===== src/rtl/ctmr_pkg.sv =====
package ctmr_pkg;
  localparam int unsigned BYTE_W = 8;

  typedef struct packed {
    logic start;
    logic stop;
  } ctmr_cmd_t;
endpackage


===== src/rtl/ctmr_regs.sv =====
module ctmr_regs import ctmr_pkg::*; #(
  parameter int unsigned CNT_W  = 16,
  parameter int unsigned ADDR_W = 3
) (
  input  logic              clk,
  input  logic              rst,
  input  logic              wr_en,
  input  logic              rd_en,
  input  logic [ADDR_W-1:0] addr,
  input  logic [BYTE_W-1:0] wdata,
  output logic [CNT_W-1:0]  preload,
  output ctmr_cmd_t         cmd
);
  localparam int unsigned NB = CNT_W / BYTE_W;
  localparam logic [ADDR_W-1:0] START_A = ADDR_W'(2*NB);
  localparam logic [ADDR_W-1:0] STOP_A  = ADDR_W'(2*NB+1);

  // Preload byte k (k = 0 is least significant) sits at address NB-1-k.
  for (genvar k = 0; k < NB; k++) begin : g_pre
    localparam logic [ADDR_W-1:0] BYTE_A = ADDR_W'(NB-1-k);
    logic [BYTE_W-1:0] q;
    always_ff @(posedge clk) begin
      if (rst) begin
        q <= '0;
      end else if (wr_en && addr == BYTE_A) begin
        q <= wdata;
      end
    end
    assign preload[k*BYTE_W +: BYTE_W] = q;
  end

  assign cmd.start = rd_en && (addr == START_A);
  assign cmd.stop  = rd_en && (addr == STOP_A);
endmodule


===== src/rtl/ctmr_engine.sv =====
module ctmr_engine import ctmr_pkg::*; #(
  parameter int unsigned CNT_W = 16
) (
  input  logic             clk,
  input  logic             rst,
  input  logic             tmode,
  input  logic             cnt_en,
  input  ctmr_cmd_t        cmd,
  input  logic [CNT_W-1:0] preload,
  output logic [CNT_W-1:0] count,
  output logic             ready,
  output logic             wave_out
);
  localparam logic [CNT_W-1:0] ONE = CNT_W'(1);

  logic running;
  logic expire;

  // Timer mode treats 0 like 1 so a zero preload still toggles every pulse.
  assign expire = tmode ? (count <= ONE) : (count == ONE);

  always_ff @(posedge clk) begin
    if (rst) begin
      count    <= '0;
      running  <= 1'b0;
      ready    <= 1'b0;
      wave_out <= 1'b1;
    end else if (cmd.start) begin
      count    <= preload;
      running  <= 1'b1;
      ready    <= 1'b0;
      wave_out <= 1'b1;
    end else if (cmd.stop) begin
      ready <= 1'b0;
      if (!tmode) begin
        running  <= 1'b0;
        wave_out <= 1'b1;
      end
    end else if (cnt_en && running) begin
      if (tmode) begin
        if (expire) begin
          count    <= preload;
          wave_out <= ~wave_out;
          ready    <= 1'b1;
        end else begin
          count <= count - ONE;
        end
      end else begin
        count <= count - ONE;
        if (expire) begin
          ready    <= 1'b1;
          wave_out <= 1'b0;
        end
      end
    end
  end
endmodule


===== src/rtl/ctmr_rdback.sv =====
module ctmr_rdback import ctmr_pkg::*; #(
  parameter int unsigned CNT_W  = 16,
  parameter int unsigned ADDR_W = 3
) (
  input  logic              clk,
  input  logic              rst,
  input  logic              tmode,
  input  logic              rd_en,
  input  logic [ADDR_W-1:0] addr,
  input  logic [CNT_W-1:0]  count,
  output logic [BYTE_W-1:0] rdata
);
  localparam int unsigned NB = CNT_W / BYTE_W;

  logic [BYTE_W-1:0] sel;

  // Count byte k is visible at address 2*NB-1-k, counter mode only.
  always_comb begin
    sel = '0;
    for (int k = 0; k < NB; k++) begin
      if (!tmode && addr == ADDR_W'(2*NB-1-k)) begin
        sel = count[k*BYTE_W +: BYTE_W];
      end
    end
  end

  always_ff @(posedge clk) begin
    if (rst) begin
      rdata <= '0;
    end else if (rd_en) begin
      rdata <= sel;
    end
  end
endmodule


===== src/rtl/ctmr_core.sv =====
module ctmr_core import ctmr_pkg::*; #(
  parameter int unsigned CNT_W  = 16,
  parameter int unsigned ADDR_W = 3
) (
  input  logic              clk,
  input  logic              rst,
  input  logic              mode_timer,
  input  logic              cnt_en,
  input  logic              wr_en,
  input  logic              rd_en,
  input  logic [ADDR_W-1:0] addr,
  input  logic [7:0]        wdata,
  output logic [7:0]        rdata,
  output logic              ready,
  output logic              wave_out
);
  logic [CNT_W-1:0] preload;
  logic [CNT_W-1:0] count;
  ctmr_cmd_t        cmd;
  logic             start_cmd;
  logic             stop_cmd;

  assign start_cmd = cmd.start;
  assign stop_cmd  = cmd.stop;

  ctmr_regs #(.CNT_W(CNT_W), .ADDR_W(ADDR_W)) u_regs (
    .clk(clk), .rst(rst), .wr_en(wr_en), .rd_en(rd_en), .addr(addr),
    .wdata(wdata), .preload(preload), .cmd(cmd)
  );

  ctmr_engine #(.CNT_W(CNT_W)) u_engine (
    .clk(clk), .rst(rst), .tmode(mode_timer), .cnt_en(cnt_en), .cmd(cmd),
    .preload(preload), .count(count), .ready(ready), .wave_out(wave_out)
  );

  ctmr_rdback #(.CNT_W(CNT_W), .ADDR_W(ADDR_W)) u_rdback (
    .clk(clk), .rst(rst), .tmode(mode_timer), .rd_en(rd_en), .addr(addr),
    .count(count), .rdata(rdata)
  );
endmodule


===== config.mk =====
export PLATFORM = sky130hd
export DESIGN_NAME = ctmr_core
export DESIGN_NICKNAME = d
export VERILOG_FILES = /design/src/rtl/ctmr_pkg.sv /design/src/rtl/ctmr_regs.sv /design/src/rtl/ctmr_engine.sv /design/src/rtl/ctmr_rdback.sv /design/src/rtl/ctmr_core.sv
export SDC_FILE = /design/constraint.sdc
export NUM_CORES = 1
export LEC_CHECK = 0
export ABC_AREA = 1
export BUFFER_PORTS_ARGS = -buffer_cell sky130_fd_sc_hd__buf_2
export CAP_MARGIN = 0
export CORE_MARGIN = 3
export CORE_UTILIZATION = 50
export DETAILED_ROUTE_END_ITERATION = 7
export GPL_TIMING_DRIVEN = 0
export PLACE_DENSITY = 0.79
export SETUP_SLACK_MARGIN = 0.2
export SLEW_MARGIN = 5
export SYNTH_ARGS = -nofsm -noshare
export SYNTH_HDL_FRONTEND = slang
export SYNTH_SLANG_ARGS = --single-unit

===== constraint.sdc =====
create_clock -name clk -period 2.6 [get_ports clk]
set_input_delay 0.39 -clock clk [delete_from_list [all_inputs] [get_ports clk]]
set_output_delay 0.39 -clock clk [all_outputs]
set_load 0.01 [all_outputs]

**Word-level counts from Yosys, hierarchy flattened**

Index checks and enable logic that the tools add are counted.

- Add/subtract/negate cells: 1
- Order comparisons: 1
- Eq/ne operators: 10
- Multiplexer cells: 17
- Bitwise gates (word level): 1
- Reduce and logical (&&, ||, !) cells: 19

Operator list:

| kind | number |
|---|---|
| 16-bit two-way mux | 5 |
| 16-bit by 1-bit == test with 1-bit output, second input constant | 1 |
| 16-bit by 1-bit less-or-equal comparator with 1-bit output, second input constant | 1 |
| 8-bit two-way mux | 2 |
| 16-bit by 1-bit subtractor with 16-bit output, second input constant | 1 |
| 1-bit two-way mux | 10 |
| 2-bit nonzero test | 4 |
| 1-bit logical AND | 7 |
| 3-bit by 2-bit == test with 1-bit output, second input constant | 2 |
| 3-bit == test, second input constant | 2 |
| 2-bit AND reduction | 3 |
| 2-bit inequality test, second input constant | 2 |
| 4-bit AND reduction | 1 |
| 3-bit by 1-bit == test with 1-bit output, second input constant | 1 |
| 3-bit logical NOT | 1 |
| 3-bit by 2-bit inequality test with 1-bit output, second input constant | 1 |
| 3-bit OR reduction | 1 |
| 2-bit by 1-bit inequality test with 1-bit output, second input constant | 1 |
| 2-bit OR reduction | 1 |
| 1-bit logical NOT | 1 |
| 1-bit NOT | 1 |

- Register bits after elaboration: 43
- Output and inout bits: 10
- Word-level logic and storage cells: 56

**Depth between registers and ports, before layout**

- Depth in word-level cells: 7
- Mapped depth: 11
- Depth with buffers taken out: 11

**By module**

From an unflattened synthesis, not the netlist that was laid out.

- Cell total of the unflattened synthesis: 397
- Area, all modules: 2,670.1 um^2

By module, submodules not included:

| module | times used | cells an instance | area an instance (um^2) | sequential area each (um^2) |
|---|---|---|---|---|
| ctmr_engine | 1 | 218 | 1,433.9 | 380.4 |
| ctmr_regs | 1 | 106 | 754.5 | 320.3 |
| ctmr_rdback | 1 | 73 | 481.7 | 160.2 |

**Least setup slack after synthesis**

Ideal clock, no wire load.

- Path kind: register to register
- From: register u_engine.count[0]
- To: register u_engine.count[3]
- Library setup time: 0.143 ns
- Arrival: 1.374 ns
- Slack: 1.084 ns
- Stages on the path, launching flop included: 11
- Path buffers: 1
- Period minus slack after synthesis: 1.516 ns
- Cell sequence: dfxtp_1 > inv_1 > ha_1 > nand3_1 > nand2_1 > nand4_4 > nand2_4 > buf_8 > nand2_1 > nand3_1 > a21oi_1

- Word-level cells in the longest chain between the ends: 7
- Elaborated cells on any way between the ends: 9

Ends and longest elaborated chain:

| element | line | text |
|---|---|---|
| start: declaration | ctmr_engine.sv:10 | `output logic [CNT_W-1:0] count,` |
| start signal: assignment | ctmr_engine.sv:29 | `count <= preload;` |
| start signal: assignment | ctmr_engine.sv:42 | `count <= preload;` |
| start signal: assignment | ctmr_engine.sv:46 | `count <= count - ONE;` |
| 16-bit by 1-bit less-or-equal comparator with 1-bit output / 16-bit by 1-bit == test with 1-bit output (equally long branches) | ctmr_engine.sv:20 | `assign expire = tmode ? (count <= ONE) : (count == ONE);` |
| 1-bit two-way mux | ctmr_engine.sv:20 |  |
| 16-bit two-way mux | ctmr_engine.sv:41 | `if (expire) begin` |
| 16-bit two-way mux * | ctmr_engine.sv:40 | `if (tmode) begin` |
| 16-bit two-way mux * | ctmr_engine.sv:39 | `end else if (cnt_en && running) begin` |
| 16-bit two-way mux * | ctmr_engine.sv:33 | `end else if (cmd.stop) begin` |
| 16-bit two-way mux * | ctmr_engine.sv:28 | `end else if (cmd.start) begin` |

Every way passes the cells marked *; elsewhere a longest branch is shown, timed or not. The select of a mux whose other input is x is not followed.
A chain may end at the register's enable or synchronous reset.

**Final worst setup path**

Same ends and word-level chain as after synthesis.

==> out/results.ini <==
[floorplan]
die_x_um = 76.7
initial_core_util_pct = 52.2
rows = 25
fp.dieH_um = 76.7
design.portCount = 27
core-area_sq_mm = 0.00479
die-area_sq_mm = 0.00588

[run]
cap_violations = 0

[sta]
rsz0062_at_grt = no
whs_ns = 0.323
finalCriticalPeriod_ns = 1.86
setup_ws_ns = 0.738
hold_viol = 0
setup_viol = 0
drv_slew = 0
max_freq_mhz = 537
post-route-period-util_pct = 71.6
skew_ns = 0.00559
tightestPinTransition_ns = 0.664
fin_tns_setup_ns = 0
timing.slew.headroom_pct = 55.7

[route]
routedWlPerCell_um = 12.8
detail_route.first_pass.iterations = 6
totalWireLength_mm = 5.85
via_per_inst = 5.20
drc = 0
drt-initial-drc-count = 216
vias = 2376
ant_nets = 0

[cts]
cts-root-buf = clkbuf_8
clock_sinks = 43
ctsResizeCount = 0
post-cts-setup-buffer-count = 0
clkSlewWorstSetupHoldPaths_ns = 0.09
cts_inserted_buffers = 5
clockBufferDepth = 2
cts_tree = built
clk_latency_ns = 0.30
cts_htree_levels = 2
cts_hold_buffers = 0

[pwr]
irDropWorstVdd_mv = 0.460
powerDensity_mw_per_mm2 = 609
p_total_mw = 1.71
power_leakage_nw = 1.26

[placement]
dp_slack_ns = 0.773
placedCellCount = 450
place.gp.congestion = 0.869
place_area_sq_mm = 0.00270
dp_hpwl_mm = 4.51
portBuffers = 24

[worst_hold_path]
min_to = u_regs.g_pre[0].q[0]
hp-class = in2reg
hold_depth = 3
hp-start = wdata[0]

[logic_synthesis]
synth_top_flop_cell = dfxtp_1
ys_seq_elements = 43
ys_seq_area_share_pct = 34.5
syn_nets = 378
syn_area_sq_mm = 0.00250
synth_edf_count = 0
synthDistinctLibCells = 31
yosysWarnings = 0
syn-instance-count = 359
async_flop_share_pct = 0
avgSynthCellArea_sq_um = 6.96

[critical_path]
critPathRequiredTime_ns = 2.76
cp_max_fo = 10
path_class = reg2reg
cp-start-kind = flip-flop
rr_worst_depth = 10
arrival_ns = 2.02
rr_startpoint = u_engine.count[0]
ff2ff_setup_slack_ns = 0.74
worstSetupEndpointType = flip-flop
r2r-end = u_engine.count[3]

[cells_and_area]
final_cells = 457
seqCellArea_sq_um = 861
diodes = 0
multiInputGateArea_sq_mm = 0.00132
fillers = 426
fin_nets = 409
syn_to_final_growth_pct = 12.4
final_core_util_pct = 58.7
design_area_sq_mm = 0.00281
layout-drive-gt1-share_pct = 19.0

[grt]
grt_max_degree = 14
grt_usage_pct = 20.9
grt.overflow.total = 0
grt_pass1_vias = 2155
antenna_found_initial = 0
grt_pass1_wl_mm = 9.92

[outcome]
outcome = finished clean

## worst max path at each step
stage / start / endpoint / slack (ns)
floorplan: u_engine.count[0] / u_engine.count[3] / 1.08
global placement: u_engine.count[0] / u_engine.count[4] / 0.80
detailed placement: u_engine.count[0] / u_engine.count[3] / 0.77
CTS: u_engine.count[0] / u_engine.count[3] / 0.76
global route: u_engine.count[0] / u_engine.count[12] / 0.62
finish: u_engine.count[0] / u_engine.count[3] / 0.74
## placed cells by master (no fill, tap or decap)
cell and n:
nand2_1 76, inv_1 58, dfxtp_1 43, nor2_1 34, o21ai_0 29, nand3_1 28
buf_2 27, a21oi_1 21, nand3_2 8, a21oi_2 8, o221ai_1 8, xor2_1 6
nor2_2 5, clkbuf_1 5, clkbuf_8 5, nand3b_1 4, nor2_4 3, buf_6 3
nand2_2 2, inv_2 2, ha_1 2, nand3_4 1, buf_1 1, nand4_4 1
nand2_4 1, nor3_4 1, a21oi_4 1, inv_4 1, buf_8 1, a31oi_2 1
nor3_2 1, o21ai_1 1, clkinvlp_4 1, bufinv_16 1
## cells by family (layout without fill, tap and decap cells)
family / after synthesis / count (layout) / synth area share [%]
buffers and inverters: 74 / 105 / 12.7
XOR/XNOR: 6 / 6 / 2.10
AO/OA/AOI/OAI: 69 / 69 / 17.0
adder cells (fa/ha/maj): 2 / 2 / 1.00
AND/OR/NAND/NOR: 165 / 165 / 32.7
flip-flops: 43 / 43 / 34.5
## area by class of cell
class	count	share of cell area [%]
plain buffers	13	3.07
flip-flops and latches	43	30.7
clock buffers	5	2.45
well taps	67	2.99
repair buffers	24	4.28
inverters	61	8.24
clock inverters	2	1.34
multi-input cells	242	47.0
## sequential cells by signal, indices dropped and copies added (netlist names)
signal,cells
u_engine.count,16
u_engine.ready,1
u_engine.running,1
u_engine.wave_out,1
u_rdback.rdata,8
u_regs.g_pre.q,16
## Yosys cell counts, types with 2 or more instances
cell      count  area, sq um
nand2_1      76          285
nand3_2       8         80.1
nor2_4        3         33.8
a21oi_1      21          105
dfxtp_1      43          861
o21ai_0      29          145
inv_2         2         7.51
nand3b_1      4         30.0
nor2_1       34          128
nor2_2        5         31.3
nand2_2       2         12.5
clkbuf_1      5         18.8
o221ai_1      8         70.1
a21oi_2       8         70.1
xor2_1        6         52.6
inv_1        58          218
ha_1          2         25.0
buf_6         3         33.8
buf_2         3         15.0
nand3_1      28          140
## layer usage
metal | GRT usage [%] | vias up | wire (um)
li1 | - | 1207 | -
met1 | 27.3 | 1081 | 2730
met2 | 34.3 | 78 | 2660
met3 | 4.34 | 10 | 370
met4 | 7.07 | 0 | 89
met5 | 0 | - | 0
## report_power, final
part           switching [mW]  internal (mW)
clock network           0.240          0.281
registers              0.0266          0.688
logic                   0.301          0.172
total                   0.568           1.14
## critical path, stage by stage (launching register included)
cell,delay [ns]
dfxtp_1,0.34
inv_1,0.20
ha_1,0.30
nand3_1,0.11
nand2_1,0.12
nand4_4,0.13
nand2_4,0.15
buf_8,0.14
nand2_1,0.06
nand3_1,0.08
a21oi_1,0.07
Power figures use the tool's default switching activity.
